**config.mk**
```make
export PLATFORM = sky130hd
export DESIGN_NAME = gpio_sense_bank
export DESIGN_NICKNAME = d
export VERILOG_FILES = /design/src/rtl/gpio_sense_pkg.sv /design/src/rtl/gpio_sync.sv /design/src/rtl/gpio_sense.sv /design/src/rtl/gpio_regs.sv /design/src/rtl/gpio_sense_bank.sv
export SDC_FILE = /design/constraint.sdc
export NUM_CORES = 1
export LEC_CHECK = 0
export ABC_CLOCK_PERIOD_IN_PS = 2000
export BUFFER_PORTS_ARGS = -buffer_cell sky130_fd_sc_hd__buf_4
export CAP_MARGIN = 20
export CORE_MARGIN = 4
export CORE_UTILIZATION = 45
export DETAILED_ROUTE_END_ITERATION = 6
export PLACE_DENSITY = 0.72
export SYNTH_ARGS = -nofsm -noshare
export SYNTH_HDL_FRONTEND = slang
export SYNTH_SLANG_ARGS = --single-unit
```
**constraint.sdc**
```tcl
create_clock -name clk -period 2 [get_ports clk]
set_clock_uncertainty 0.1 [all_clocks]
set_input_delay 0 -clock clk [delete_from_list [all_inputs] [get_ports clk]]
set_output_delay 0 -clock clk [all_outputs]
set_load 0.01 [all_outputs]
```
**src/rtl/gpio_sense_pkg.sv**
```systemverilog
`timescale 1ns/1ps
package gpio_sense_pkg;
  localparam int ADDR_W = 5;

  // Alias operation encoded in the low two address bits of groups 0..2
  typedef enum logic [1:0] {OP_LOAD = 2'd0, OP_SET = 2'd1, OP_CLR = 2'd2, OP_TGL = 2'd3} alias_op_e;

  localparam logic [ADDR_W-1:0] A_DATA  = 5'd0;
  localparam logic [ADDR_W-1:0] A_DSET  = 5'd1;
  localparam logic [ADDR_W-1:0] A_DCLR  = 5'd2;
  localparam logic [ADDR_W-1:0] A_DTGL  = 5'd3;
  localparam logic [ADDR_W-1:0] A_MA    = 5'd4;
  localparam logic [ADDR_W-1:0] A_MACLR = 5'd6;
  localparam logic [ADDR_W-1:0] A_MB    = 5'd8;
  localparam logic [ADDR_W-1:0] A_MBCLR = 5'd10;
  localparam logic [ADDR_W-1:0] A_DIR   = 5'd12;
  localparam logic [ADDR_W-1:0] A_INEN  = 5'd13;
  localparam logic [ADDR_W-1:0] A_POL   = 5'd14;
  localparam logic [ADDR_W-1:0] A_EDGE  = 5'd15;
  localparam logic [ADDR_W-1:0] A_BOTH  = 5'd16;
  localparam logic [ADDR_W-1:0] A_FUNC  = 5'd17;
  localparam logic [ADDR_W-1:0] A_MKIN  = 5'd18;
  localparam logic [ADDR_W-1:0] A_MKOUT = 5'd19;

  // New value of one register bit under an alias write
  function automatic logic alias_bit(input logic cur, input logic w, input alias_op_e op);
    case (op)
      OP_LOAD: alias_bit = w;
      OP_SET:  alias_bit = cur | w;
      OP_CLR:  alias_bit = cur & ~w;
      default: alias_bit = cur ^ w;
    endcase
  endfunction

  // Edge qualification: any edge, or one direction chosen by polarity
  function automatic logic edge_hit(input logic rise, input logic fall,
                                    input logic pol, input logic both);
    if (both) edge_hit = rise | fall;
    else      edge_hit = pol ? fall : rise;
  endfunction
endpackage

```
**src/rtl/gpio_sync.sv**
```systemverilog
`timescale 1ns/1ps
module gpio_sync #(
  parameter int W      = 16,
  parameter int STAGES = 2
) (
  input  logic         clk,
  input  logic         rst_n,
  input  logic [W-1:0] din,
  output logic [W-1:0] sync_now,
  output logic [W-1:0] sync_prev
);
  localparam int LAST = STAGES;

  // Stages 0..STAGES-1 synchronize; stage STAGES holds the previous level
  logic [W-1:0] stg [LAST+1];

  always_ff @(posedge clk or negedge rst_n) begin
    if (!rst_n) begin
      for (int i = 0; i <= LAST; i++) stg[i] <= '0;
    end else begin
      stg[0] <= din;
      for (int i = 1; i <= LAST; i++) stg[i] <= stg[i-1];
    end
  end

  assign sync_now  = stg[LAST-1];
  assign sync_prev = stg[LAST];
endmodule

```
**src/rtl/gpio_sense.sv**
```systemverilog
`timescale 1ns/1ps
module gpio_sense
  import gpio_sense_pkg::*;
#(
  parameter int W = 16
) (
  input  logic [W-1:0] lvl_now,
  input  logic [W-1:0] lvl_prev,
  input  logic [W-1:0] inen,
  input  logic [W-1:0] edge_sel,
  input  logic [W-1:0] pol,
  input  logic [W-1:0] both,
  output logic [W-1:0] hw_set,
  output logic [W-1:0] hw_force,
  output logic [W-1:0] hw_level
);
  genvar p;
  generate
    for (p = 0; p < W; p++) begin : g_pin
      logic rise, fall;
      assign rise        = inen[p] &  lvl_now[p] & ~lvl_prev[p];
      assign fall        = inen[p] & ~lvl_now[p] &  lvl_prev[p];
      assign hw_set[p]   = edge_sel[p] & edge_hit(rise, fall, pol[p], both[p]);
      assign hw_force[p] = inen[p] & ~edge_sel[p];
      assign hw_level[p] = lvl_now[p] ^ pol[p];
    end
  endgenerate
endmodule

```
**src/rtl/gpio_regs.sv**
```systemverilog
`timescale 1ns/1ps
module gpio_regs
  import gpio_sense_pkg::*;
#(
  parameter int W = 16
) (
  input  logic              clk,
  input  logic              rst_n,
  input  logic              bus_we,
  input  logic [ADDR_W-1:0] bus_addr,
  input  logic [W-1:0]      bus_wdata,
  input  logic [W-1:0]      hw_set,
  input  logic [W-1:0]      hw_force,
  input  logic [W-1:0]      hw_level,
  output logic [W-1:0]      data_q,
  output logic [W-1:0]      maska_q,
  output logic [W-1:0]      maskb_q,
  output logic [W-1:0]      dir_q,
  output logic [W-1:0]      inen_q,
  output logic [W-1:0]      pol_q,
  output logic [W-1:0]      edge_q,
  output logic [W-1:0]      both_q,
  output logic [W-1:0]      func_q
);
  logic      alias_wr;
  logic [1:0] grp;
  alias_op_e op;
  logic      wr_data, wr_ma, wr_mb;

  assign alias_wr = bus_we && (bus_addr < A_DIR);
  assign grp      = bus_addr[3:2];
  assign op       = alias_op_e'(bus_addr[1:0]);
  assign wr_data  = alias_wr && (grp == 2'd0);
  assign wr_ma    = alias_wr && (grp == 2'd1);
  assign wr_mb    = alias_wr && (grp == 2'd2);

  logic [W-1:0] data_sw, data_nx, maska_nx, maskb_nx;

  genvar b;
  generate
    for (b = 0; b < W; b++) begin : g_bit
      assign data_sw[b]  = wr_data ? alias_bit(data_q[b], bus_wdata[b], op) : data_q[b];
      // level mode owns the bit; otherwise a sensed edge wins over software
      assign data_nx[b]  = hw_force[b] ? hw_level[b] : (data_sw[b] | hw_set[b]);
      assign maska_nx[b] = wr_ma ? alias_bit(maska_q[b], bus_wdata[b], op) : maska_q[b];
      assign maskb_nx[b] = wr_mb ? alias_bit(maskb_q[b], bus_wdata[b], op) : maskb_q[b];
    end
  endgenerate

  logic [W-1:0] dir_nx, inen_nx, pol_nx, edge_nx, both_nx, func_nx;

  always_comb begin
    dir_nx  = dir_q;
    inen_nx = inen_q;
    pol_nx  = pol_q;
    edge_nx = edge_q;
    both_nx = both_q;
    func_nx = func_q;
    if (bus_we) begin
      case (bus_addr)
        A_DIR:   dir_nx  = bus_wdata;
        A_INEN:  inen_nx = bus_wdata;
        A_POL:   pol_nx  = bus_wdata;
        A_EDGE:  edge_nx = bus_wdata;
        A_BOTH:  both_nx = bus_wdata;
        A_FUNC:  func_nx = bus_wdata;
        A_MKIN: begin
          dir_nx  = dir_q & ~bus_wdata;
          inen_nx = inen_q | bus_wdata;
        end
        A_MKOUT: begin
          inen_nx = inen_q & ~bus_wdata;
          dir_nx  = dir_q | bus_wdata;
        end
        default: ;
      endcase
    end
  end

  always_ff @(posedge clk or negedge rst_n) begin
    if (!rst_n) begin
      data_q  <= '0;
      maska_q <= '0;
      maskb_q <= '0;
      dir_q   <= '0;
      inen_q  <= '0;
      pol_q   <= '0;
      edge_q  <= '0;
      both_q  <= '0;
      func_q  <= '0;
    end else begin
      data_q  <= data_nx;
      maska_q <= maska_nx;
      maskb_q <= maskb_nx;
      dir_q   <= dir_nx;
      inen_q  <= inen_nx;
      pol_q   <= pol_nx;
      edge_q  <= edge_nx;
      both_q  <= both_nx;
      func_q  <= func_nx;
    end
  end
endmodule

```
**src/rtl/gpio_sense_bank.sv**
```systemverilog
`timescale 1ns/1ps
module gpio_sense_bank
  import gpio_sense_pkg::*;
#(
  parameter int W           = 16,
  parameter int SYNC_STAGES = 2
) (
  input  logic              clk,
  input  logic              rst_n,
  input  logic              bus_we,
  input  logic [ADDR_W-1:0] bus_addr,
  input  logic [W-1:0]      bus_wdata,
  output logic [W-1:0]      bus_rdata,
  input  logic [W-1:0]      pad_in,
  output logic [W-1:0]      pad_out,
  output logic [W-1:0]      pad_oe,
  input  logic [W-1:0]      periph_out,
  input  logic [W-1:0]      periph_oe,
  output logic              irq_a,
  output logic              irq_b
);
  logic [W-1:0] sync_now, sync_prev;
  logic [W-1:0] hw_set, hw_force, hw_level;
  logic [W-1:0] data_q, maska_q, maskb_q, dir_q, inen_q, pol_q, edge_q, both_q, func_q;

  gpio_sync #(.W(W), .STAGES(SYNC_STAGES)) u_sync (
    .clk       (clk),
    .rst_n     (rst_n),
    .din       (pad_in),
    .sync_now  (sync_now),
    .sync_prev (sync_prev)
  );

  gpio_sense #(.W(W)) u_sense (
    .lvl_now  (sync_now),
    .lvl_prev (sync_prev),
    .inen     (inen_q),
    .edge_sel (edge_q),
    .pol      (pol_q),
    .both     (both_q),
    .hw_set   (hw_set),
    .hw_force (hw_force),
    .hw_level (hw_level)
  );

  gpio_regs #(.W(W)) u_regs (
    .clk       (clk),
    .rst_n     (rst_n),
    .bus_we    (bus_we),
    .bus_addr  (bus_addr),
    .bus_wdata (bus_wdata),
    .hw_set    (hw_set),
    .hw_force  (hw_force),
    .hw_level  (hw_level),
    .data_q    (data_q),
    .maska_q   (maska_q),
    .maskb_q   (maskb_q),
    .dir_q     (dir_q),
    .inen_q    (inen_q),
    .pol_q     (pol_q),
    .edge_q    (edge_q),
    .both_q    (both_q),
    .func_q    (func_q)
  );

  always_comb begin
    bus_rdata = '0;
    if (bus_addr < A_DIR) begin
      case (bus_addr[3:2])
        2'd0:    bus_rdata = data_q;
        2'd1:    bus_rdata = maska_q;
        2'd2:    bus_rdata = maskb_q;
        default: bus_rdata = '0;
      endcase
    end else begin
      case (bus_addr)
        A_DIR:   bus_rdata = dir_q;
        A_INEN:  bus_rdata = inen_q;
        A_POL:   bus_rdata = pol_q;
        A_EDGE:  bus_rdata = edge_q;
        A_BOTH:  bus_rdata = both_q;
        A_FUNC:  bus_rdata = func_q;
        default: bus_rdata = '0;
      endcase
    end
  end

  assign pad_out = (func_q & periph_out) | (~func_q & data_q);
  assign pad_oe  = (func_q & periph_oe)  | (~func_q & dir_q);
  assign irq_a   = |(data_q & maska_q);
  assign irq_b   = |(data_q & maskb_q);
endmodule

```
## Word-level counts from Yosys, hierarchy flattened

Index checks and enable logic that the tools add are counted.

| operators by class | value |
|---|---|
| add/subtract/negate cells | 0 |
| multipliers | 0 |
| div/mod/pow operators | 0 |
| $lt $le $gt $ge | 1 |
| eq/ne operators | 12 |
| shift-type cells | 0 |
| muxes and demuxes | 117 |
| bitwise gates (word level) | 366 |
| reductions and logical operators | 16 |

Operators with widths:

| kind | count |
|---|---|
| bitwise AND 1 bit | 144 |
| case mux 1 bit (3 select lines) | 48 |
| case mux 16 bit (3 select lines) | 3 |
| bitwise AND 16 bit | 8 |
| case mux 16 bit (6 select lines) | 1 |
| OR 1 bit | 80 |
| two-way mux 1 bit | 64 |
| NOT 1 bit | 64 |
| OR 16 bit | 4 |
| bitwise XOR 1 bit | 64 |
| NOT 16 bit | 2 |
| OR reduction 16 bit | 2 |
| equality test 5 x 4 -> 1 bit, second input constant | 4 |
| equality test 5 bit, second input constant | 4 |
| two-way mux 16 bit | 1 |
| AND reduction 2 bit | 6 |
| nonzero test 3 bit | 2 |
| less-than comparator 5 x 4 -> 1 bit, second input constant | 1 |
| equality test 2 x 1 -> 1 bit, second input constant | 2 |
| equality test 2 bit, second input constant | 2 |
| logical AND 1 bit | 4 |
| zero test 2 bit | 2 |

| word-level totals | value |
|---|---|
| register bits | 192 |
| latch bits | 0 |
| memory bits (writable) | 0 |
| memory bits (read-only) | 0 |
| output and inout bits | 50 |
| memories | 0 |

## Logic depth before layout (Yosys ltp)

| logic depth | value |
|---|---|
| depth in word-level cells | 8 |
| gate-level depth with buffers | 8 |
| mapped depth without buffers | 6 |

## Hierarchy

A second synthesis with hierarchy kept.

| unflattened totals | value |
|---|---|
| cells, all modules | 1177 |
| area total of the unflattened synthesis | 13105.1 um^2 |

Modules (own cells, without submodules):

| module | times used | cells an instance | area an instance (um^2) |
|---|---|---|---|
| gpio_regs | 1 | 768 | 9275.1 |
| gpio_sense_bank | 1 | 219 | 1679.1 |
| gpio_sync | 1 | 80 | 1441.4 |
| gpio_sense | 1 | 110 | 709.4 |

## Worst setup path after synthesis

Ideal clock, no wire load.

| timing | value |
|---|---|
| path type | input -> register |
| start point | in bus_addr[3] |
| end point | reg u_regs.pol_q[10] |
| library setup time | 0.125 ns |
| arrival | 1.483 ns |
| path slack | 0.292 ns |
| cell stages on the path | 5 |
| path buffers | 2 |
| cell sequence | buf_2 -> nand2_1 -> nor4b_2 -> buf_2 -> mux2_2 |

| on the way | value |
|---|---|
| cells in the longest elaborated chain, start to end | 2 |

RTL lines:

| what | RTL line | source |
|---|---|---|
| start, declared | gpio_sense_bank.sv:11 | `input logic [ADDR_W-1:0] bus_addr,` |
| equality test 5 x 4 -> 1 bit | gpio_regs.sv:60 | `case (bus_addr)` |
| AND reduction 2 bit (no source line) | -- |  |
| end signal, assigned | gpio_regs.sv:97 | `pol_q <= pol_nx;` |
| end, declared | gpio_regs.sv:20 | `output logic [W-1:0] pol_q,` |

No other way between the ends.
A chain may end at the register's enable or synchronous reset.

## Worst setup path in the final report

| timing | value |
|---|---|
| start point | reg u_regs.data_q[6] |
| end point | out bus_rdata[6] |

| on the way | value |
|---|---|
| cells in the longest elaborated chain, start to end | 2 |

RTL lines:

| what | RTL line | source |
|---|---|---|
| start, declared | gpio_regs.sv:15 | `output logic [W-1:0] data_q,` |
| start signal, assigned | gpio_regs.sv:92 | `data_q <= data_nx;` |
| case mux 16 bit (3 select lines) | gpio_sense_bank.sv:69 | `case (bus_addr[3:2])` |
| two-way mux 16 bit | gpio_sense_bank.sv:68 | `if (bus_addr < A_DIR) begin` |
| end, declared | gpio_sense_bank.sv:13 | `output logic [W-1:0] bus_rdata,` |

No other way between the ends.

==> insert_results.sql <==
INSERT INTO impl_metrics (metric_group, metric, value, unit) VALUES
('synthesis', 'cell_type_contributing_the_most_total_cell_area_after_synthesis', 'dfrtp_1', ''),
('grt', 'maximum_number_of_pins_on_one_net_before_global_route_repair', '68', ''),
('layout', 'drive_gt1_share', '25.99', '%'),
('grt', 'global_route_wire_length_before_repair', '55320', 'um'),
('placed_design', 'port_buffers', '121', ''),
('sta', 'final_hold_viol_count', '0', ''),
('detailed_routing', 'via_per_inst', '6.123', ''),
('worst_setup_path', 'arrival', '1.84', 'ns'),
('detailed_routing', 'drc', '0', ''),
('floorplanning', 'chipHeight', '171.7', 'um'),
('clocking', 'cts_root_buffer', 'clkbuf_16', ''),
('clocking', 'ctsHtreeMaxLevel', '4', ''),
('detailed_routing', 'top_layer', 'met4', ''),
('pwr', 'power.leakage', '6.722', 'nW'),
('worst_setup_path', 'critical_path_required', '1.90', 'ns'),
('placed_design', 'dp_hpwl', '24790', 'um'),
('clocking', 'cts_sinks', '192', ''),
('floorplanning', 'placement_rows', '59', ''),
('clocking', 'worstSkewPairLatency', '0.43', 'ns'),
('sta', 'setup_viol_count_final', '0', ''),
('detailed_routing', 'routed-wl-met3', '2399', 'um'),
('sta', 'min_period_over_period', '96.86', '%'),
('synthesis', 'postSynthAreaPerCell', '10.39', 'um2'),
('floorplanning', 'floorplan.io_pins', '122', ''),
('detailed_routing', 'detail-route-antenna-nets', '0', ''),
('grt', 'global_route.usage.total', '23.85', '%'),
('worst_setup_path', 'critical_path.startpoint_type', 'flip-flop', ''),
('detailed_routing', 'postRouteWirelength', '35210', 'um'),
('sta', 'slew_hr', '60.64', '%'),
('detailed_routing', 'route.met2.wl', '17110', 'um'),
('grt', 'first_global_vias', '10020', ''),
('layout', 'syn_to_final_growth', '20.97', '%'),
('pwr', 'vdd_ir_drop_max', '637.4', 'uV'),
('worst_setup_path', 'cp_max_fo', '5', ''),
('synthesis', 'synth-seq-area-share', '39.85', '%'),
('layout', 'antenna_cells', '0', ''),
('sta', 'worst_hold_slack', '0.01830', 'ns'),
('sta', 'fmaxAchievable', '516.2', 'MHz'),
('synthesis', 'synth_top_flop_cell', 'dfrtp_1', ''),
('detailed_routing', 'avgRoutedWirePerCell', '21.38', 'um'),
('detailed_routing', 'drtPass1Iterations', '6', ''),
('clocking', 'ctsLongestPathBuffers', '2', ''),
('run_status', 'status', 'completed', ''),
('worst_setup_path', 'critical_path_class', 'flip-flop to primary output', ''),
('sta', 'drv_slew', '0', ''),
('floorplanning', 'floorplan.core_area', '26210', 'um2'),
('clocking', 'cts_inserted_buffers', '17', ''),
('synthesis', 'synth_async_sr_flop_share', '100.0', '%'),
('pwr', 'power_density', '925.4', 'nW/um2'),
('sta', 'setup-tns-final', '0', 'ns'),
('worst_setup_path', 'cp_capture_type', 'primary output', ''),
('floorplanning', 'die_area', '29480', 'um2'),
('layout', 'fill_cell_instance_count_of_the_final_layout', '2193', ''),
('clocking', 'clkSlewWorstSetupHoldPaths', '0.07', 'ns'),
('floorplanning', 'floorplan.initialDensity', '46.01', '%'),
('layout', 'fin_nets', '1471', ''),
('hold_path', 'worst_hold_path_type', 'primary input to async pin', ''),
('synthesis', 'ys_ff_latch', '192', ''),
('grt', 'antenna_found_initial', '0', ''),
('detailed_routing', 'first_iter_violations', '948', ''),
('sta', 'finalCriticalPeriod', '1.937', 'ns'),
('grt', 'globalRoute.totalOverflow', '0', ''),
('sta', 'worstMarginPinSlew', '0.5904', 'ns'),
('synthesis', 'synth_edf_count', '0', ''),
('synthesis', 'synth.top_cells.by_area', 'dfrtp_1 (40%), ha_1 (10%), mux2_2 (9.2%), a211oi_1 (3.4%), mux2i_1 (3.3%)', ''),
('synthesis', 'synth_warn', '0', ''),
('synthesis', 'synth_fp_nets', '1328', ''),
('sta', 'rsz0062_at_grt', 'yes', ''),
('clocking', 'cts_tree', 'yes', ''),
('synthesis', 'post_syn_area', '12060', 'um2'),
('synthesis', 'synth_largest_type_area_fraction', '39.85', '%'),
('job', 'drv_cap', '0', ''),
('detailed_routing', 'routed_length_on_met1', '14910', 'um'),
('detailed_routing', 'num_vias', '10090', ''),
('placed_design', 'place.gp.congestion', '0.8741', ''),
('pwr', 'power', '0.01350', 'W'),
('synthesis', 'synthDistinctLibCells', '47', ''),
('layout', 'utilization', '55.66', '%'),
('floorplanning', 'die_width', '171.7', 'um'),
('synthesis', 'syn-instance-count', '1160', '');
## report_power, final
part | switching [W] | internal (W) | leakage (nW)
logic | 0.00221 | 0.00229 | 4.16
registers | 0.000957 | 0.00465 | 2.30
clock network | 0.00155 | 0.00184 | 0.270
## synth_stat cells (2+ instances only)
cell type,instances
nor2_1,48
nand3b_1,16
a222oi_1,16
a211oi_1,54
nand4_1,2
a22oi_1,27
a21oi_1,74
and2_1,5
mux2_4,10
nor3_1,2
o21ai_0,48
nor2b_1,22
mux2i_1,40
o221ai_1,5
ha_1,96
dfrtp_1,192
inv_1,75
o21a_1,2
clkbuf_1,63
and4bb_2,2
a32o_1,4
o2bb2ai_1,11
a311o_1,28
mux2_2,98
buf_2,14
o22ai_1,8
a221oi_1,18
nand2b_1,6
or3_1,2
xnor2_1,27
nand2_1,21
nor3b_1,28
and3_1,37
buf_1,9
a32oi_1,16
nor4_2,2
xor2_1,5
nand3_1,18
## stage by stage
stage | std cells | setup WS [ns] | instance area [um2]
after floorplan | 1160 | 0.2918 | 12060
after global placement | 1583 | 0.1846 | 13600
after detailed placement | 1583 | 0.1649 | 13600
after CTS | 1646 | 0.009711 | 14520
after global routing | 1647 | -0.02352 | 14590
final | 1647 | 0.06280 | 14590
## cell families (layout without fill, tap and decap cells)
group / Yosys count / after routing / share of synthesized area (%)
compound gates: 311 / 311 / 18.26
xor+xnor: 32 / 32 / 2.325
fa+ha+maj: 96 / 96 / 9.963
buf+inv: 165 / 317 / 5.469
flops: 192 / 192 / 39.85
mux: 148 / 148 / 13.72
simple gates: 216 / 216 / 10.41
## timing repair
| action | CTS | global route |
|---|---|---|
| endpoints found under the hold margin | 307 | 0 |
| setup buffers | 0 | 2 |
| hold buffers | 35 | 0 |
| endpoints found under the setup margin | 3 | 7 |
| resized for setup | 7 | 19 |
| pin swaps | 2 | 10 |
## layout by cell type (no fill, tap or decap), types with 8 or more instances in the layout
master / n
o2bb2ai_1: 10
dlygate4sd3_1: 35
ha_1: 96
a222oi_1: 16
dfrtp_1: 188
mux2_2: 98
nor3b_1: 28
nand2_1: 21
a311o_1: 28
nor2_1: 48
o21ai_0: 46
clkbuf_16: 17
buf_4: 164
buf_12: 10
nor2b_1: 22
mux2i_1: 38
nand3b_1: 16
a32oi_1: 16
a211oi_1: 54
and3_1: 37
inv_1: 69
o22ai_1: 8
mux2_4: 10
a21oi_1: 74
a221oi_1: 14
nand3_1: 18
xnor2_1: 27
a22oi_1: 27
## per-layer routing
| layer | GRT usage, % | vias to the layer above |
|---|---|---|
| met1 | 32.23 | 5053 |
| li1 | - | 4579 |
| met2 | 39.24 | 394 |
| met3 | 4.551 | 59 |
| met4 | 6.924 | 0 |
| met5 | 0 | - |
## final cells by class
class                           instances  area (um2)  area share (%)
Multi-Input combinational cell        803        6676           45.78
Tap cell                              335       419.2           2.874
Clock inverter                         11       135.1          0.9265
Inverter                               76       290.3           1.990
Sequential cell                       192        4810           32.98
Timing Repair Buffer                  213        1829           12.54
Clock buffer                           17       425.4           2.917
## state kept, by name (all words and copies together) (netlist names)
register,flops
u_regs.dir_q,16
u_regs.maskb_q,16
u_regs.maska_q,16
u_sync.sync_prev,16
u_regs.data_q,16
u_regs.func_q,16
u_regs.pol_q,16
u_sync.sync_now,16
u_regs.edge_q,16
u_regs.inen_q,16
u_sync.stg,16
u_regs.both_q,16
## worst paths after layout
kind,depth (start not counted),endpoint,startpoint,slack (ns)
max,6,bus_rdata[6],u_regs.data_q[6],0.06
min,2,u_sync.stg[38],rst_n,0.02
max reg2reg,7,u_regs.data_q[5],u_regs.data_q[5],0.28
min reg2reg,0,u_sync.sync_now[6],u_sync.stg[38],0.25
max in group asynchronous,3,u_regs.func_q[12],rst_n,1.06
min in group clk,4,u_regs.maska_q[1],bus_addr[0],0.06
## critical path, stage by stage (launching register included)
cell	delay [ns]
dfrtp_1	0.38
buf_4	0.17
mux2i_1	0.17
o21ai_2	0.09
a222oi_1	0.29
nand3_1	0.14
buf_4	0.17
Power figures use the tool's default switching activity.
